[config.mk]
export PLATFORM = sky130hd
export DESIGN_NAME = sqrt_csel_adder
export DESIGN_NICKNAME = d
export VERILOG_FILES = /design/src/rtl/csel_pkg.sv /design/src/rtl/csel_full_add.sv /design/src/rtl/csel_ripple.sv /design/src/rtl/csel_excess1.sv /design/src/rtl/csel_select.sv /design/src/rtl/sqrt_csel_adder.sv
export SDC_FILE = /design/constraint.sdc
export NUM_CORES = 1
export LEC_CHECK = 0
export BUFFER_PORTS_ARGS = -buffer_cell sky130_fd_sc_hd__clkbuf_2
export CAP_MARGIN = 0
export CORE_ASPECT_RATIO = 1.2
export CORE_MARGIN = 1
export CORE_UTILIZATION = 40
export DETAILED_ROUTE_END_ITERATION = 8
export GPL_TIMING_DRIVEN = 0
export PLACE_DENSITY = 0.83
export SYNTH_ARGS = -nofsm -noshare
export SYNTH_HDL_FRONTEND = slang
export SYNTH_SLANG_ARGS = --single-unit
[constraint.sdc]
create_clock -name vclk -period 6.75
set_input_delay 0 -clock vclk [all_inputs]
set_output_delay 0 -clock vclk [all_outputs]
set_load 0.1 [all_outputs]
[src/rtl/csel_pkg.sv]
// Package csel_pkg
// Shared types and elaboration-time helpers for the carry-select adder.
// Assumes no more than MAX_GROUPS groups; unused list entries are zero.
package csel_pkg;

    localparam int MAX_GROUPS = 16;

    typedef int unsigned width_list_t [MAX_GROUPS];

    // Bit position at which group idx starts (sum of all lower widths).
    function automatic int unsigned group_base(input width_list_t wl, input int idx);
        int unsigned acc;
        acc = 0;
        for (int k = 0; k < MAX_GROUPS; k++) begin
            if (k < idx) acc += wl[k];
        end
        return acc;
    endfunction

    // Total width covered by the first cnt groups.
    function automatic int unsigned group_total(input width_list_t wl, input int cnt);
        return group_base(wl, cnt);
    endfunction

    // Widest group in the first cnt groups.
    function automatic int unsigned group_widest(input width_list_t wl, input int cnt);
        int unsigned best;
        best = 0;
        for (int k = 0; k < MAX_GROUPS; k++) begin
            if (k < cnt && wl[k] > best) best = wl[k];
        end
        return best;
    endfunction

endpackage

[src/rtl/csel_full_add.sv]
// Module csel_full_add
// One-bit full adder cell used to build the ripple chains.
// Assumes nothing beyond single-bit inputs.
module csel_full_add (
    input  logic x_i,
    input  logic y_i,
    input  logic c_i,
    output logic s_o,
    output logic c_o
);

    logic half;

    // Propagate term, shared by sum and carry.
    assign half = x_i ^ y_i;

    // Sum and majority carry.
    always_comb begin
        s_o = half ^ c_i;
        c_o = (x_i & y_i) | (c_i & half);
    end

endmodule

[src/rtl/csel_ripple.sv]
// Module csel_ripple
// Ripple-carry adder of W bits built from full-adder cells.
// Assumes W >= 1; carry enters at bit 0 and leaves above bit W-1.
module csel_ripple #(
    parameter int W = 4
) (
    input  logic [W-1:0] x_i,
    input  logic [W-1:0] y_i,
    input  logic         c_i,
    output logic [W-1:0] s_o,
    output logic         c_o
);

    logic [W:0] chain;

    // Carry entry point of the chain.
    assign chain[0] = c_i;

    // One cell per bit, carry passed upward.
    for (genvar i = 0; i < W; i++) begin : g_bit
        csel_full_add u_fa (
            .x_i (x_i[i]),
            .y_i (y_i[i]),
            .c_i (chain[i]),
            .s_o (s_o[i]),
            .c_o (chain[i+1])
        );
    end

    // Carry leaving the top cell.
    assign c_o = chain[W];

endmodule

[src/rtl/csel_excess1.sv]
// Module csel_excess1
// Binary to excess-1 converter: returns the input plus one, modulo 2^W.
// Built from a prefix AND chain and XOR gates, with no full adders.
// Assumes W >= 1.
module csel_excess1 #(
    parameter int W = 5
) (
    input  logic [W-1:0] bin_i,
    output logic [W-1:0] inc_o
);

    logic [W:0] all_low;

    // The empty AND below bit 0 is 1, so bit 0 simply inverts.
    assign all_low[0] = 1'b1;

    // Each bit toggles when every lower input bit is set.
    for (genvar i = 0; i < W; i++) begin : g_bit
        assign all_low[i+1] = all_low[i] & bin_i[i];
        assign inc_o[i]     = bin_i[i] ^ all_low[i];
    end

endmodule

[src/rtl/csel_select.sv]
// Module csel_select
// 2W:W multiplexer that picks between the zero-carry and one-carry results.
// Assumes sel_i is the real carry coming from the group below.
module csel_select #(
    parameter int W = 5
) (
    input  logic [W-1:0] zero_i,
    input  logic [W-1:0] one_i,
    input  logic         sel_i,
    output logic [W-1:0] pick_o
);

    // Choose the speculative result that matches the incoming carry.
    always_comb begin
        if (sel_i) pick_o = one_i;
        else       pick_o = zero_i;
    end

endmodule

[src/rtl/sqrt_csel_adder.sv]
// Module sqrt_csel_adder
// Combinational carry-select adder with groups that widen upward. Group 0
// ripples the external carry. Every higher group ripples with carry 0,
// increments that result with an excess-1 converter, and selects with the
// carry from the group below.
// Assumes the first NUM_GROUPS entries of GROUP_W sum to WIDTH; this is
// checked at elaboration.
module sqrt_csel_adder
    import csel_pkg::*;
#(
    parameter int          WIDTH      = 64,
    parameter int          NUM_GROUPS = 11,
    parameter width_list_t GROUP_W    = '{2, 2, 3, 4, 5, 6, 7, 8, 9, 11, 7,
                                          0, 0, 0, 0, 0}
) (
    input  logic [WIDTH-1:0] op_a,
    input  logic [WIDTH-1:0] op_b,
    input  logic             carry_in,
    output logic [WIDTH-1:0] sum_out,
    output logic             carry_out
);

    localparam int COVERED = int'(group_total(GROUP_W, NUM_GROUPS));
    localparam int WIDEST  = int'(group_widest(GROUP_W, NUM_GROUPS));

    // Elaboration-time checks on the width list.
    if (NUM_GROUPS < 1 || NUM_GROUPS > MAX_GROUPS) begin : g_bad_count
        $error("sqrt_csel_adder: NUM_GROUPS out of range");
    end
    if (COVERED != WIDTH) begin : g_bad_sum
        $error("sqrt_csel_adder: group widths do not add up to WIDTH");
    end
    if (WIDEST < 1) begin : g_bad_width
        $error("sqrt_csel_adder: empty group width list");
    end

    // Flattened per-group intermediates. The assertion checker reads them.
    logic [WIDTH-1:0]      zero_sum;
    logic [NUM_GROUPS-1:0] zero_cry;
    logic [WIDTH-1:0]      inc_sum;
    logic [NUM_GROUPS-1:0] inc_cry;
    logic [NUM_GROUPS-1:0] grp_cry;

    for (genvar g = 0; g < NUM_GROUPS; g++) begin : g_grp
        localparam int BASE = int'(group_base(GROUP_W, g));
        localparam int GW   = int'(GROUP_W[g]);

        if (g == 0) begin : g_low
            logic [GW-1:0] low_sum;
            logic          low_cry;

            // Lowest group ripples the real carry-in.
            csel_ripple #(.W(GW)) u_rca (
                .x_i (op_a[BASE +: GW]),
                .y_i (op_b[BASE +: GW]),
                .c_i (carry_in),
                .s_o (low_sum),
                .c_o (low_cry)
            );

            // The lowest group has no speculation, so both slots carry its result.
            assign zero_sum[BASE +: GW] = low_sum;
            assign zero_cry[g]          = low_cry;
            assign inc_sum[BASE +: GW]  = low_sum;
            assign inc_cry[g]           = low_cry;
            assign sum_out[BASE +: GW]  = low_sum;
            assign grp_cry[g]           = low_cry;
        end else begin : g_spec
            logic [GW-1:0] rc_sum;
            logic          rc_cry;
            logic [GW:0]   ex_out;
            logic [GW:0]   pick;

            // Zero-carry ripple adder for this group.
            csel_ripple #(.W(GW)) u_rca (
                .x_i (op_a[BASE +: GW]),
                .y_i (op_b[BASE +: GW]),
                .c_i (1'b0),
                .s_o (rc_sum),
                .c_o (rc_cry)
            );

            // One-carry result: the zero-carry result plus one.
            csel_excess1 #(.W(GW + 1)) u_bec (
                .bin_i ({rc_cry, rc_sum}),
                .inc_o (ex_out)
            );

            // Carry from the group below picks the result.
            csel_select #(.W(GW + 1)) u_mux (
                .zero_i ({rc_cry, rc_sum}),
                .one_i  (ex_out),
                .sel_i  (grp_cry[g-1]),
                .pick_o (pick)
            );

            assign zero_sum[BASE +: GW] = rc_sum;
            assign zero_cry[g]          = rc_cry;
            assign inc_sum[BASE +: GW]  = ex_out[GW-1:0];
            assign inc_cry[g]           = ex_out[GW];
            assign sum_out[BASE +: GW]  = pick[GW-1:0];
            assign grp_cry[g]           = pick[GW];
        end
    end

    // The top group's selected carry leaves the adder.
    assign carry_out = grp_cry[NUM_GROUPS-1];

endmodule

=== Word-level counts from Yosys, hierarchy flattened ===
Cells that the tools add are included.

* Register bits: 0
* Bits of input ports: 129
* Output and inout bits: 65
* Logic and storage cells: 424

* Multiplexer cells: 10
* Bitwise gates (word level): 414

{| class="wikitable"
|+ Operator list
! cell !! number
|-
| $xor 1x1->1 || 180
|-
| $and 1x1->1 || 170
|-
| $or 1x1->1 || 54
|-
| $mux 8 || 2
|-
| $mux 12 || 1
|-
| $mux 10 || 1
|-
| $not 1->1 || 10
|-
| $mux 9 || 1
|-
| $mux 7 || 1
|-
| $mux 6 || 1
|-
| $mux 5 || 1
|-
| $mux 4 || 1
|-
| $mux 3 || 1
|}

=== Depth between registers and ports, before layout ===
* Depth in word-level cells: 24
* Gate-level depth with buffers: 20

=== Hierarchy ===
A second synthesis with hierarchy kept.

* Cell total of the unflattened synthesis: 216
* Area total of the unflattened synthesis: 3168.0 um2

{| class="wikitable"
|+ Modules (own cells, without submodules)
! module !! times used !! cells each !! area an instance (um2) !! sequential area each (um2)
|-
| csel_full_add || 64 || 1 || 20.0 || 0.0
|-
| csel_select (g_grp[10].g_spec.u_mux ...) || 2 || 9 || 131.4 || 0.0
|-
| csel_select (g_grp[9].g_spec.u_mux) || 1 || 13 || 183.9 || 0.0
|-
| csel_excess1 (g_grp[10].g_spec.u_bec ...) || 2 || 8 || 87.6 || 0.0
|-
| csel_select (g_grp[8].g_spec.u_mux) || 1 || 11 || 161.4 || 0.0
|-
| csel_select (g_grp[7].g_spec.u_mux) || 1 || 10 || 146.4 || 0.0
|-
| csel_excess1 (g_grp[9].g_spec.u_bec) || 1 || 12 || 137.6 || 0.0
|-
| csel_select (g_grp[5].g_spec.u_mux) || 1 || 8 || 116.4 || 0.0
|-
| csel_excess1 (g_grp[8].g_spec.u_bec) || 1 || 10 || 112.6 || 0.0
|-
| csel_select (g_grp[4].g_spec.u_mux) || 1 || 7 || 101.3 || 0.0
|-
| csel_excess1 (g_grp[7].g_spec.u_bec) || 1 || 9 || 100.1 || 0.0
|-
| csel_excess1 (g_grp[5].g_spec.u_bec) || 1 || 7 || 75.1 || 0.0
|-
| csel_excess1 (g_grp[4].g_spec.u_bec) || 1 || 6 || 62.6 || 0.0
|-
| csel_select (g_grp[3].g_spec.u_mux) || 1 || 5 || 56.3 || 0.0
|-
| +6 rows || - || - || - || -
|}

=== Worst setup path after synthesis ===
No wires, ideal clock.

* Path type: in2out
* Start: input port op_a[46]
* End: output port sum_out[57]
* Data arrival time: 6712 ps
* Required time: 6750 ps
* Slack: 38 ps
* Stages on the path: 19
* Buffers on the path: 0
* Cell sequence: ha_1 inv_1 fa_1 fa_1 fa_1 fa_1 fa_1 fa_1 fa_1 fa_1 fa_1 fa_1 inv_1 ha_1 nand2b_1 or2_2 o2111ai_1 o211ai_4 xnor2_1

* Word-level cells in the longest chain between the ends: 24
* Elaborated cells on any way between the ends: 45

{| class="wikitable"
|+ RTL lines
! item !! RTL line !! RTL
|-
| from (decl) || sqrt_csel_adder.sv:16 || <nowiki>input logic [WIDTH-1:0] op_a,</nowiki>
|-
| $and 1x1->1 (2 in a row) || csel_full_add.sv:20 || <nowiki>c_o = (x_i & y_i) | (c_i & half);</nowiki>
|-
| $or 1x1->1 || csel_full_add.sv:20 ||
|-
| $and 1x1->1 || csel_full_add.sv:20 ||
|-
| $or 1x1->1 || csel_full_add.sv:20 ||
|-
| $and 1x1->1 || csel_full_add.sv:20 ||
|-
| $or 1x1->1 || csel_full_add.sv:20 ||
|-
| $and 1x1->1 || csel_full_add.sv:20 ||
|-
| $or 1x1->1 || csel_full_add.sv:20 ||
|-
| (+7 left out) || - ||
|-
| $or 1x1->1 || csel_full_add.sv:20 ||
|-
| $and 1x1->1 || csel_full_add.sv:20 ||
|-
| $or 1x1->1 || csel_full_add.sv:20 ||
|-
| $and 1x1->1 / $xor 1x1->1 (equally long branches) || csel_full_add.sv:20, csel_full_add.sv:19 ||
|-
| $or 1x1->1 / $and 1x1->1 (equally long branches) || csel_full_add.sv:20, csel_excess1.sv:19 ||
|-
| $xor 1x1->1 || csel_excess1.sv:20 || <nowiki>assign inc_o[i] = bin_i[i] ^ all_low[i];</nowiki>
|-
| $mux 12 * || csel_select.sv:15 || <nowiki>if (sel_i) pick_o = one_i;</nowiki>
|-
| $mux 8 * || csel_select.sv:15 ||
|-
| to (decl) || sqrt_csel_adder.sv:19 || <nowiki>output logic [WIDTH-1:0] sum_out,</nowiki>
|}

Mark *: on every way between the ends. The rest lies on a longest branch, timed or not.

=== Worst setup path in the final report ===
* Start: input port op_a[46]
* End: output port sum_out[62]

Same word-level chain as after synthesis.

==> flow_metrics.py <==
metrics = {
    "placed_design": {
        "gp_congestion": 0.868,
        "numPortBuffers": 194,
        "dpl-instance-area_um2": 4790,
        "pre_cts_ws_ps": 434,
        "dp.cells": 730,
        "place_hpwl_um": 8080,
    },
    "sta": {
        "setup_tns_ps": 0,
        "setup_viol": 0,
        "maxSlewHeadroom_pct": 60.3,
        "fin_crit_ps": 6310,
        "rsz0062_at_grt": "no",
        "post-route-period-util_pct": 93.5,
        "final_hold_viol_count": 0,
        "clock.fmax_ghz": 0.158,
        "finalMaxSlewViolations": 0,
        "worst_pin_slew_ps": 591,
        "worst_slack_ps": 440,
    },
    "finish": {
        "final_nets": 860,
        "clkbuf_count": 0,
        "finalInstanceArea_um2": 4790,
        "multi_input_area_um2": 3060,
        "n_antenna_cell": 0,
        "synthToLayoutAreaGrowth_pct": 30.4,
        "fillCellCount": 790,
        "seq_cells": 0,
        "final_cells": 730,
        "register_area_um2": 0,
        "drive_above_1_share_pct": 37.8,
    },
    "synth": {
        "synthesis.nets": 664,
        "syn_avg_cell_area_um2": 8.76,
        "ys_types": 47,
        "ys_warn_count": 0,
        "syn-cell-area_um2": 3670,
        "yosysSeqAreaShare_pct": 0,
        "synthCells": 419,
    },
    "route": {
        "drtIter0Drc": 65,
        "wl_um": 8460,
        "vias": 3442,
        "postRouteAntennaNets": 0,
        "route.detailed.drc": 0,
        "dr.pass1.iters": 4,
        "wire_per_inst_um": 11.6,
        "viasPerCell": 4.72,
    },
    "floorplanning": {
        "ioPinCount": 194,
        "core-area_um2": 8750,
        "die_w_um": 89.4,
        "die_y_um": 107,
        "start_util_pct": 41.9,
        "row_count": 37,
        "die_area_um2": 9560,
    },
    "critical_path": {
        "worst-setup-path-type": "in -> out",
        "start_kind": "input pin",
        "cp-end-kind": "output port",
        "critPathLaunch": "op_a[46]",
        "path_max_fanout": 7,
        "crit_arrival_ps": 6310,
        "cp_common_cell": "fa_1",
        "crit_required_ps": 6750,
        "max_stage_delay_ps": 440,
        "slowest_stage": "fa_1",
        "crit_chain": "clkbuf_2, ha_1, inv_1, fa_1, fa_1, fa_1, fa_1, fa_1, fa_1, fa_1, fa_1, fa_1, fa_1, inv_1, ha_1, nand2b_1, or2_2, o2111ai_1, o211ai_4, mux2_4, clkbuf_2",
    },
    "global_routing": {
        "grt_pass1_wl_um": 13700,
        "gr-total-overflow": 0,
        "grt_start_max_net_pins": 11,
        "antenna_found_initial": 0,
        "grt_use_total_pct": 17.5,
        "grt_pass1_vias": 3525,
    },
    "pwr": {
        "ir_worst_vdd_mv": 0.204,
        "p_total_uw": 1260,
        "power.density_nw_per_um2": 264,
        "p_leak_uw": 0.00296,
    },
    "min_path": {
        "min_to": "sum_out[11]",
        "min_from": "op_b[11]",
        "hp-class": "in -> out",
        "hold-path-cell-count": 4,
    },
    "clock_network": {
        "post_cts_buffers": 0,
        "cts_resized": 0,
        "cts-hold-fix-buffers": 0,
    },
    "run": {
        "maxCapViolCount": 0,
    },
    "status": {
        "status": "finished clean",
    },
}
[area by class of cell]
class	count	share of cell area, %
multi-input cells	258	63.9
repair buffers	194	20.3
well taps	117	3.06
inverters	156	12.2
plain buffers	5	0.575
[worst max-delay path: cells and delay by family]
| family | cells | cell delay [ps] |
|---|---|---|
| adders and majority gates | 12 | 4400 |
| buffers and inverters | 4 | 590 |
| AOI/OAI and AO/OA | 2 | 570 |
| and+or+nand+nor | 2 | 410 |
| muxes | 1 | 340 |
[worst max path at each step]
stage | slack (ps) | cells after the start | endpoint
global route | 120 | 22 | sum_out[58]
floorplan | 40 | 19 | sum_out[57]
CTS | 430 | 21 | sum_out[62]
global placement | 590 | 21 | sum_out[60]
finish | 440 | 21 | sum_out[62]
detailed placement | 430 | 21 | sum_out[62]
[per-layer routing]
| layer | GRT usage (%) | part of all wire, % |
|---|---|---|
| met5 | 0 | 0 |
| met3 | 1.46 | 5.5 |
| met1 | 16.7 | 35 |
| met2 | 38.9 | 59 |
| met4 | 1.81 | 1.1 |
[stage by stage]
stage	util (%)	hold WS, ps
after floorplan	-	413
after global placement	54.7	647
after detailed placement	54.7	650
after CTS	54.7	650
after global routing	54.7	690
final	54.7	649
[where the power goes]
group          switching (uW)  internal (uW)  total [uW]
Sequential                  0              0           0
Combinational            1010            256        1260
Clock                       0              0           0
[synthesized netlist by cell type, types with 2 or more instances]
library cell    n  area share, %
inv_1         155             16
ha_1           62             21
fa_1           54             29
mux2_2         21            6.4
nand2_1        15            1.5
mux2_1         14            4.3
xnor2_1        10            2.4
nor2_1          9           0.92
o21ai_0         7           0.95
mux2_4          6            2.5
o2111ai_1       6            1.4
nand3_1         5           0.68
a21oi_1         4           0.55
and3b_1         4           0.95
xor2_1          4           0.95
nand4_1         3           0.51
xnor2_2         3            1.3
a211o_1         2           0.48
a31o_2          2           0.48
and4b_1         2           0.55
buf_4           2           0.41
clkbuf_1        2           0.20
nand2b_1        2           0.34
nor4bb_1        2           0.55
[logic make-up after synthesis]
family          after synthesis  share of synthesized area [%]
mux                          41                           13.2
simple gates                 50                           7.64
xor+xnor                     17                           4.67
compound gates               34                           7.19
buf+inv                     161                           16.7
fa+ha+maj                   116                           50.6
[cells in the final DEF, fill, tap and decap left out, types with 2 or more instances in the layout]
master	n
mux2_1	14
nand3_1	5
o21ai_0	7
xnor2_1	10
inv_1	155
mux2_4	6
fa_1	54
buf_4	2
clkbuf_1	2
a21oi_1	4
xor2_1	4
a211o_1	2
nand2b_1	2
and4b_1	2
mux2_2	21
o2111ai_1	6
ha_1	62
nor2_1	9
a31o_2	2
xnor2_2	3
nand4_1	3
nor4bb_1	2
and3b_1	4
nand2_1	15
clkbuf_2	194
Power figures use the tool's default switching activity.
